## src/rtl/acc_pkg.sv

```systemverilog
package acc_pkg;

  localparam int OPC_W = 4;

  localparam logic [OPC_W-1:0] OPC_LOAD  = 4'd1;
  localparam logic [OPC_W-1:0] OPC_STORE = 4'd2;
  localparam logic [OPC_W-1:0] OPC_ADD   = 4'd3;
  localparam logic [OPC_W-1:0] OPC_SUB   = 4'd4;
  localparam logic [OPC_W-1:0] OPC_IN    = 4'd5;
  localparam logic [OPC_W-1:0] OPC_OUT   = 4'd6;
  localparam logic [OPC_W-1:0] OPC_HALT  = 4'd7;
  localparam logic [OPC_W-1:0] OPC_SKIP  = 4'd8;
  localparam logic [OPC_W-1:0] OPC_JUMP  = 4'd9;

  localparam logic [1:0] COND_NEG  = 2'b00;
  localparam logic [1:0] COND_ZERO = 2'b01;
  localparam logic [1:0] COND_POS  = 2'b10;

  typedef enum logic [3:0] {
    ST_FETCH_A,
    ST_FETCH_B,
    ST_FETCH_C,
    ST_DECODE,
    ST_OPER_A,
    ST_OPER_B,
    ST_ARITH,
    ST_STORE,
    ST_INWAIT,
    ST_EXEC,
    ST_HALT
  } step_t;

endpackage

```

## src/rtl/acc_alu.sv

```systemverilog
module acc_alu #(
  parameter int DW = 16
) (
  input  logic [DW-1:0] lhs,
  input  logic [DW-1:0] rhs,
  input  logic          do_sub,
  output logic [DW-1:0] res
);

  always_comb begin
    if (do_sub) res = lhs - rhs;
    else        res = lhs + rhs;
  end

endmodule

```

## src/rtl/acc_skip_eval.sv

```systemverilog
module acc_skip_eval
  import acc_pkg::*;
#(
  parameter int DW = 16
) (
  input  logic [DW-1:0] acc,
  input  logic [1:0]    sel,
  output logic          take,
  output logic          bad
);

  logic is_neg;
  logic is_zero;

  assign is_neg  = acc[DW-1];
  assign is_zero = (acc == '0);

  always_comb begin
    take = 1'b0;
    bad  = 1'b0;
    case (sel)
      COND_NEG:  take = is_neg;
      COND_ZERO: take = is_zero;
      COND_POS:  take = !is_neg && !is_zero;
      default:   bad  = 1'b1;
    endcase
  end

endmodule

```

## src/rtl/acc_out_port.sv

```systemverilog
module acc_out_port #(
  parameter int IOW = 8
) (
  input  logic           clk,
  input  logic           rst,
  input  logic           load,
  input  logic [IOW-1:0] din,
  output logic [IOW-1:0] dout,
  output logic           strobe
);

  always_ff @(posedge clk) begin
    if (rst) begin
      dout   <= '0;
      strobe <= 1'b0;
    end else begin
      strobe <= load;
      if (load) dout <= din;
    end
  end

endmodule

```

## src/rtl/acc_core.sv

```systemverilog
module acc_core
  import acc_pkg::*;
#(
  parameter int AW  = 12,
  parameter int IOW = 8
) (
  input  logic                  clk,
  input  logic                  rst,
  output logic [AW-1:0]         mem_addr,
  output logic [OPC_W+AW-1:0]   mem_wdata,
  output logic                  mem_we,
  input  logic [OPC_W+AW-1:0]   mem_rdata,
  input  logic [IOW-1:0]        in_data,
  input  logic                  in_valid,
  output logic                  in_ready,
  output logic [IOW-1:0]        out_data,
  output logic                  out_valid,
  output logic                  halted,
  output logic                  cond_err
);

  localparam int DW = OPC_W + AW;

  step_t             state;
  logic [AW-1:0]     pc;
  logic [AW-1:0]     mar;
  logic [DW-1:0]     mbr;
  logic [DW-1:0]     ir;
  logic [DW-1:0]     ac;
  logic              we_q;
  logic              rdy_q;
  logic              halt_q;
  logic              err_q;

  logic [OPC_W-1:0]  opc;
  logic [AW-1:0]     opnd;
  logic [1:0]        cond;
  logic [DW-1:0]     alu_y;
  logic              skip_take;
  logic              skip_bad;
  logic              out_load;

  assign opc  = ir[DW-1 -: OPC_W];
  assign opnd = ir[AW-1:0];
  assign cond = ir[AW-1 -: 2];

  acc_alu #(.DW(DW)) u_alu (
    .lhs    (ac),
    .rhs    (mbr),
    .do_sub (opc == OPC_SUB),
    .res    (alu_y)
  );

  acc_skip_eval #(.DW(DW)) u_skip (
    .acc  (ac),
    .sel  (cond),
    .take (skip_take),
    .bad  (skip_bad)
  );

  assign out_load = (state == ST_EXEC) && (opc == OPC_OUT);

  acc_out_port #(.IOW(IOW)) u_out (
    .clk    (clk),
    .rst    (rst),
    .load   (out_load),
    .din    (ac[IOW-1:0]),
    .dout   (out_data),
    .strobe (out_valid)
  );

  always_ff @(posedge clk) begin
    if (rst) begin
      state  <= ST_FETCH_A;
      pc     <= '0;
      mar    <= '0;
      mbr    <= '0;
      ir     <= '0;
      ac     <= '0;
      we_q   <= 1'b0;
      rdy_q  <= 1'b0;
      halt_q <= 1'b0;
      err_q  <= 1'b0;
    end else begin
      case (state)
        ST_FETCH_A: begin
          mar   <= pc;
          state <= ST_FETCH_B;
        end
        ST_FETCH_B: state <= ST_FETCH_C;
        ST_FETCH_C: begin
          ir    <= mem_rdata;
          pc    <= pc + AW'(1);
          state <= ST_DECODE;
        end
        ST_DECODE: begin
          mar <= opnd;
          case (opc)
            OPC_LOAD, OPC_ADD, OPC_SUB: state <= ST_OPER_A;
            OPC_STORE: begin
              mbr   <= ac;
              we_q  <= 1'b1;
              state <= ST_STORE;
            end
            OPC_IN: begin
              rdy_q <= 1'b1;
              state <= ST_INWAIT;
            end
            default: state <= ST_EXEC;
          endcase
        end
        ST_OPER_A: state <= ST_OPER_B;
        ST_OPER_B: begin
          mbr   <= mem_rdata;
          state <= ST_ARITH;
        end
        ST_ARITH: begin
          if (opc == OPC_LOAD) ac <= mbr;
          else                 ac <= alu_y;
          state <= ST_FETCH_A;
        end
        ST_STORE: begin
          we_q  <= 1'b0;
          state <= ST_FETCH_A;
        end
        ST_INWAIT: begin
          if (in_valid) begin
            ac    <= {{(DW-IOW){1'b0}}, in_data};
            rdy_q <= 1'b0;
            state <= ST_FETCH_A;
          end
        end
        ST_EXEC: begin
          state <= ST_FETCH_A;
          case (opc)
            OPC_SKIP: begin
              if (skip_take) pc <= pc + AW'(1);
              if (skip_bad)  err_q <= 1'b1;
            end
            OPC_JUMP: pc <= opnd;
            OPC_HALT: begin
              halt_q <= 1'b1;
              state  <= ST_HALT;
            end
            default: ;
          endcase
        end
        ST_HALT: state <= ST_HALT;
        default: state <= ST_FETCH_A;
      endcase
    end
  end

  assign mem_addr  = mar;
  assign mem_wdata = mbr;
  assign mem_we    = we_q;
  assign in_ready  = rdy_q;
  assign halted    = halt_q;
  assign cond_err  = err_q;

endmodule

```

## config.mk

```make
export PLATFORM = sky130hd
export DESIGN_NAME = acc_core
export DESIGN_NICKNAME = d
export VERILOG_FILES = /design/src/rtl/acc_pkg.sv /design/src/rtl/acc_alu.sv /design/src/rtl/acc_skip_eval.sv /design/src/rtl/acc_out_port.sv /design/src/rtl/acc_core.sv
export SDC_FILE = /design/constraint.sdc
export NUM_CORES = 1
export LEC_CHECK = 0
export ABC_CLOCK_PERIOD_IN_PS = 5460
export BUFFER_PORTS_ARGS = -buffer_cell sky130_fd_sc_hd__buf_2
export CAP_MARGIN = 5
export CORE_MARGIN = 2
export CORE_UTILIZATION = 35
export CTS_BUF_LIST = sky130_fd_sc_hd__clkbuf_4 sky130_fd_sc_hd__clkbuf_8
export CTS_CLUSTER_DIAMETER = 200
export DETAILED_ROUTE_END_ITERATION = 8
export HOLD_SLACK_MARGIN = 0.1
export REMOVE_ABC_BUFFERS = 1
export SYNTH_ARGS = -nofsm -noshare
export SYNTH_HDL_FRONTEND = slang
export SYNTH_SLANG_ARGS = --single-unit
```

## constraint.sdc

```tcl
create_clock -name clk -period 5.46 [get_ports clk]
set_input_delay 0.819 -clock clk [delete_from_list [all_inputs] [get_ports clk]]
set_output_delay 0.819 -clock clk [all_outputs]
set_load 0.005 [all_outputs]
```

* Word-level counts from Yosys, hierarchy flattened *
Cells that the tools add are included.

word-level totals
  bits in registers = 89
  latch bits = 0
  bits in writable memories = 0
  bits in read-only memories = 0
  input bits = 27
  logic and storage cells = 84
  memories kept = 0

operators by class
  add/subtract/negate cells = 3
  $mul = 0
  div/mod/pow operators = 0
  $lt $le $gt $ge = 0
  equality and inequality tests = 26
  shift-type cells = 0
  mux-type cells = 20
  bitwise logic cells = 1
  reduce and logical (&&, ||, !) cells = 22

operators with widths
  operator                                                                number
  12-bit one-hot mux with 2 select lines                                  3
  16-bit two-way mux                                                      4
  16-bit one-hot mux with 2 select lines                                  2
  4-bit one-hot mux with 9 select lines                                   1
  4-bit by 3-bit equality test with 1-bit output (second input constant)  8
  4-bit equality test (second input constant)                             5
  16-bit adder                                                            1
  4-bit by 2-bit equality test with 1-bit output (second input constant)  4
  16-bit logical NOT                                                      1
  16-bit subtractor                                                       1
  12-bit by 1-bit adder with 12-bit output (second input constant)        1
  12-bit two-way mux                                                      1
  4-bit one-hot mux with 3 select lines                                   1
  2-bit nonzero test                                                      6
  3-bit AND reduction                                                     3
  4-bit by 1-bit equality test with 1-bit output (second input constant)  2
  4-bit two-way mux                                                       2
  2-bit AND reduction                                                     4
  2-bit != test (second input constant)                                   3
  3-bit OR reduction                                                      2
  4-bit logical NOT                                                       1
  1-bit one-hot mux with 2 select lines                                   2
  1-bit two-way mux                                                       3
  3-bit by 1-bit != test with 1-bit output (second input constant)        1
  8 further kinds                                                         10

* Logic depth before layout (Yosys ltp) *
  depth after elaboration = 7
  gate-level depth with buffers = 14

* Cells and area by module *
A second synthesis with hierarchy kept.

second synthesis, totals
  cells, all modules = 643
  area total of the unflattened synthesis = 5,440.2 um^2

modules (own cells, without submodules)
  module         times used  cells an instance  area an instance (um^2)  seq. area each (um^2)
  acc_core       1           468                4,061.4                  1,601.5
  acc_alu        1           136                989.7                    0.0
  acc_out_port   1           28                 312.8                    180.2
  acc_skip_eval  1           11                 76.3                     0.0

* Worst setup path after synthesis *
No wires, ideal clock.

  path kind = register to register
  from = reg ir[14]
  to = reg ac[10]
  library setup time = 131 ps
  data arrival time = 3,044 ps
  required time = 5,329 ps
  slack = 2,286 ps
  stages on the path, launching flop included = 14
  buffers on the path = 2
  clock period less this slack = 3,174 ps
  path through = dfxtp_1 clkbuf_1 nor2b_1 and2_1 clkbuf_1 a21oi_1 xnor2_1 ha_1 a21o_1 a221oi_1 nor3_1 a2111oi_0 xor2_1 o22ai_1

between the ends
  longest elaborated chain between the ends = 4
  elaborated cells on any way between the ends = 5
  those cells by class = eq/ne: 2; mux: 3

ends and longest elaborated chain
  element                                         line             source
  from (decl)                                     acc_core.sv:28   logic [DW-1:0] ir;
  from (signal assigned)                          acc_core.sv:92   ir <= mem_rdata;
  4-bit by 3-bit equality test with 1-bit output  acc_core.sv:50   .do_sub (opc == OPC_SUB),
  16-bit two-way mux                              acc_alu.sv:11    if (do_sub) res = lhs - rhs;
  16-bit two-way mux (*)                          acc_core.sv:118  if (opc == OPC_LOAD) ac <= mbr;
  16-bit one-hot mux with 2 select lines (*)      acc_core.sv:85   case (state)
  to (signal assigned)                            acc_core.sv:118
  to (signal assigned)                            acc_core.sv:119  else ac <= alu_y;
  to (signal assigned)                            acc_core.sv:128  ac <= {{(DW-IOW){1'b0}}, in_data};
  to (decl)                                       acc_core.sv:29   logic [DW-1:0] ac;

Mark *: on every way between the ends. The rest lies on a longest branch, timed or not.
A chain may end at the register's enable or synchronous reset.

* Worst setup path in the final report *
Same ends and word-level chain as after synthesis.

==> results.yml <==
status:
  outcome: "completed"
die:
  die_area_um2: 15900
  io_pins: 68
  die_width_um: 126
  coreArea_um2: 14500
  start_util_pct: 36.0
  rows: 44
  die_y_um: 126
yosys:
  yosysUniqueCellTypes: 62
  postSynthAreaPerCell_um2: 8.04
  yosysWarnings: 0
  synthesis.area_um2: 5230
  ys.flop_type: "dfxtp_1"
  postSynthCellCount: 650
  synth_edf_count: 0
  ys_ff_latch: 89
  ys_seq_area_share_pct: 34.1
  synth_top_cell_by_area: "dfxtp_1"
  synth.top_cell.area_share_pct: 34.1
  synth.area.top_cells: "dfxtp_1 (34%), mux2i_1 (8.6%), nor2_1 (5.7%)"
  async_reset_ff_share_pct: 0
clocking:
  numCtsBuffers: 9
  cts_buffer_depth: 2
  cts_num_sinks: 89
  h-tree-depth: 3
  post_cts_resized: 0
  tritoncts: "built"
  clock_latency_ps: 390
  cts_root_buffer: "clkbuf_8"
  clk_pin_slew_ps: 90
  post-cts-setup-buffers: 0
  ctsHoldBuffers: 0
global_route:
  grt_usage_pct: 18.3
  grt_max_degree: 50
  overflow: 0
  grt_pass1_wl_um: 23500
  grt_pass1_vias: 4610
  antenna_found_initial: 0
job:
  cap_viol_max_count: 0
sta:
  post-route-period-util_pct: 64.0
  rsz0062_at_grt: "false"
  timing_hold_violations_final: 0
  setup_viol_count_final: 0
  setup_ws_ps: 1970
  clock_skew_ps: 12.4
  fmax_mhz: 286
  slew-limit-headroom_pct: 20.1
  worst_pin_slew_ps: 1200
  period_needed_ps: 3490
  fin_tns_setup_ps: 0
  timing.final.max_slew_violations: 0
routing:
  viasPerCell: 5.59
  wl_um: 14800
  firstDrtPassIters: 5
  routedWlPerCell_um: 16.8
  drc_errors: 0
  via_count: 4922
  ant_nets: 0
  drtIter0Drc: 383
hold_path:
  hp-class: "reg2reg"
  min_from: "halted"
  min_to: "halted"
  holdPathStages: 2
final_layout:
  drive_above_1_share_pct: 14.3
  area_growth_pct: 12.3
  final_nets: 737
  diodes: 0
  finalNonFillerCells: 881
  fillers: 1544
worst_setup_path:
  end_kind: "register"
  rrSetupSlack_ps: 1970
  worstPathMaxFanout: 10
  arrival_ps: 3730
  ff2ff_path_depth: 10
  rr_endpoint: "ac[10]"
  required_ps: 5700
  setup.worst_path.class: "reg2reg"
  r2r_start: "ir[14]"
  start_kind: "register"
power_and_ir_drop:
  p_per_area_nw_per_um2: 284
  leakagePower_uw: 0.00219
  power_uw: 1660
  ir_drop_uv: 163
place:
  io_buffers: 67
  place_ws_ps: 2050
  placed_cells: 865
  dp_hpwl_um: 10700
  gp_congestion: 0.856
[synth_stat cells, types with 9 or more instances]
cell,n
nand2_1,69
xnor2_1,13
nor3_1,18
nand3_1,14
nand2b_1,15
clkbuf_1,35
ha_1,17
a21oi_1,54
o21ai_0,21
dfxtp_1,89
xor2_1,16
nor2_1,80
mux2i_1,45
a211oi_1,33
inv_1,9
[stage by stage]
| stage | area (um2) | utilization, % | hold slack, ps |
|---|---|---|---|
| CTS | 5870 | 40.4 | 458 |
| global route | 5870 | 40.4 | 486 |
| finish | 5870 | 40.4 | 450 |
| detailed placement | 5660 | 38.9 | 443 |
| global placement | 5660 | 38.9 | 439 |
| floorplan | 5050 | - | 436 |
[final cells by class]
type / instances / area, um2 / share of cell area [%]
Clock inverter: 5 / 60.1 / 1.02
Inverter: 9 / 33.8 / 0.576
Clock buffer: 11 / 151 / 2.58
Sequential cell: 89 / 1780 / 30.4
Timing Repair Buffer: 72 / 373 / 6.35
Tap cell: 184 / 230 / 3.92
Multi-Input combinational cell: 511 / 3240 / 55.2
[worst max-delay path, stage by stage (launching register included)]
cell and delay (ps):
dfxtp_1 490, nor2b_1 310, nand2_1 240, mux2i_1 210
fa_1 450, a21o_1 210, a221oi_1 550, nor3_1 130
a2111oi_0 480, xor2_1 180, o22ai_1 90
[power by group]
part	switching (uW)	internal, uW	leakage [uW]
logic	248	186	0.00136
clock network	259	239	0.000106
registers	46.2	687	0.000722
total	553	1110	0.00219
[per-layer routing]
metal,up-vias,global-route usage (%),part of all wire (%)
li1,2433,-,-
met1,2318,23.4,44
met2,145,30.3,47
met3,26,4.55,6.4
met4,0,5.95,2.2
met5,-,0,0
[layout by cell type, fill, tap and decap left out, drive strengths merged, types with 7 or more instances in the layout]
master and count:
dfxtp 89, xnor2 13, nor2b 8, nand3 14, ha 17, clkbuf 11, o21ai 29, nor3 19
nor2 81, a211oi 33, mux2i 45, buf 72, xor2 16, a21oi 54, a31oi 8, o31ai 8
nor4 7, nand2b 15, inv 11, nand2 69, a22oi 7
[kinds of logic after synthesis]
logic type,share of synthesized area [%]
compound gates,21.4
xor+xnor,4.86
fa+ha+maj,4.45
buf+inv,3.90
flops,34.1
mux,8.84
simple gates,22.4
[how the worst max path moves through the flow]
| stage | end | from | slack, ps |
|---|---|---|---|
| 2_1_floorplan | ac[10] | ir[14] | 2500 |
| 3_3_place_gp | ac[10] | ir[14] | 2150 |
| 3_5_place_dp | ac[10] | ir[14] | 2050 |
| 4_1_cts | ac[10] | ir[14] | 2020 |
| 5_1_grt | ac[12] | ir[14] | 1710 |
| 6_report | ac[10] | ir[14] | 1970 |
[state kept, by name (all words and copies together), names as in the netlist]
name / flops
mem_we: 1
pc: 12
state: 4
ac: 16
halted: 1
ir: 16
cond_err: 1
u_out.dout: 8
mem_wdata: 16
mem_addr: 12
u_out.strobe: 1
in_ready: 1
No activity file was read; power rests on OpenSTA's default activity.
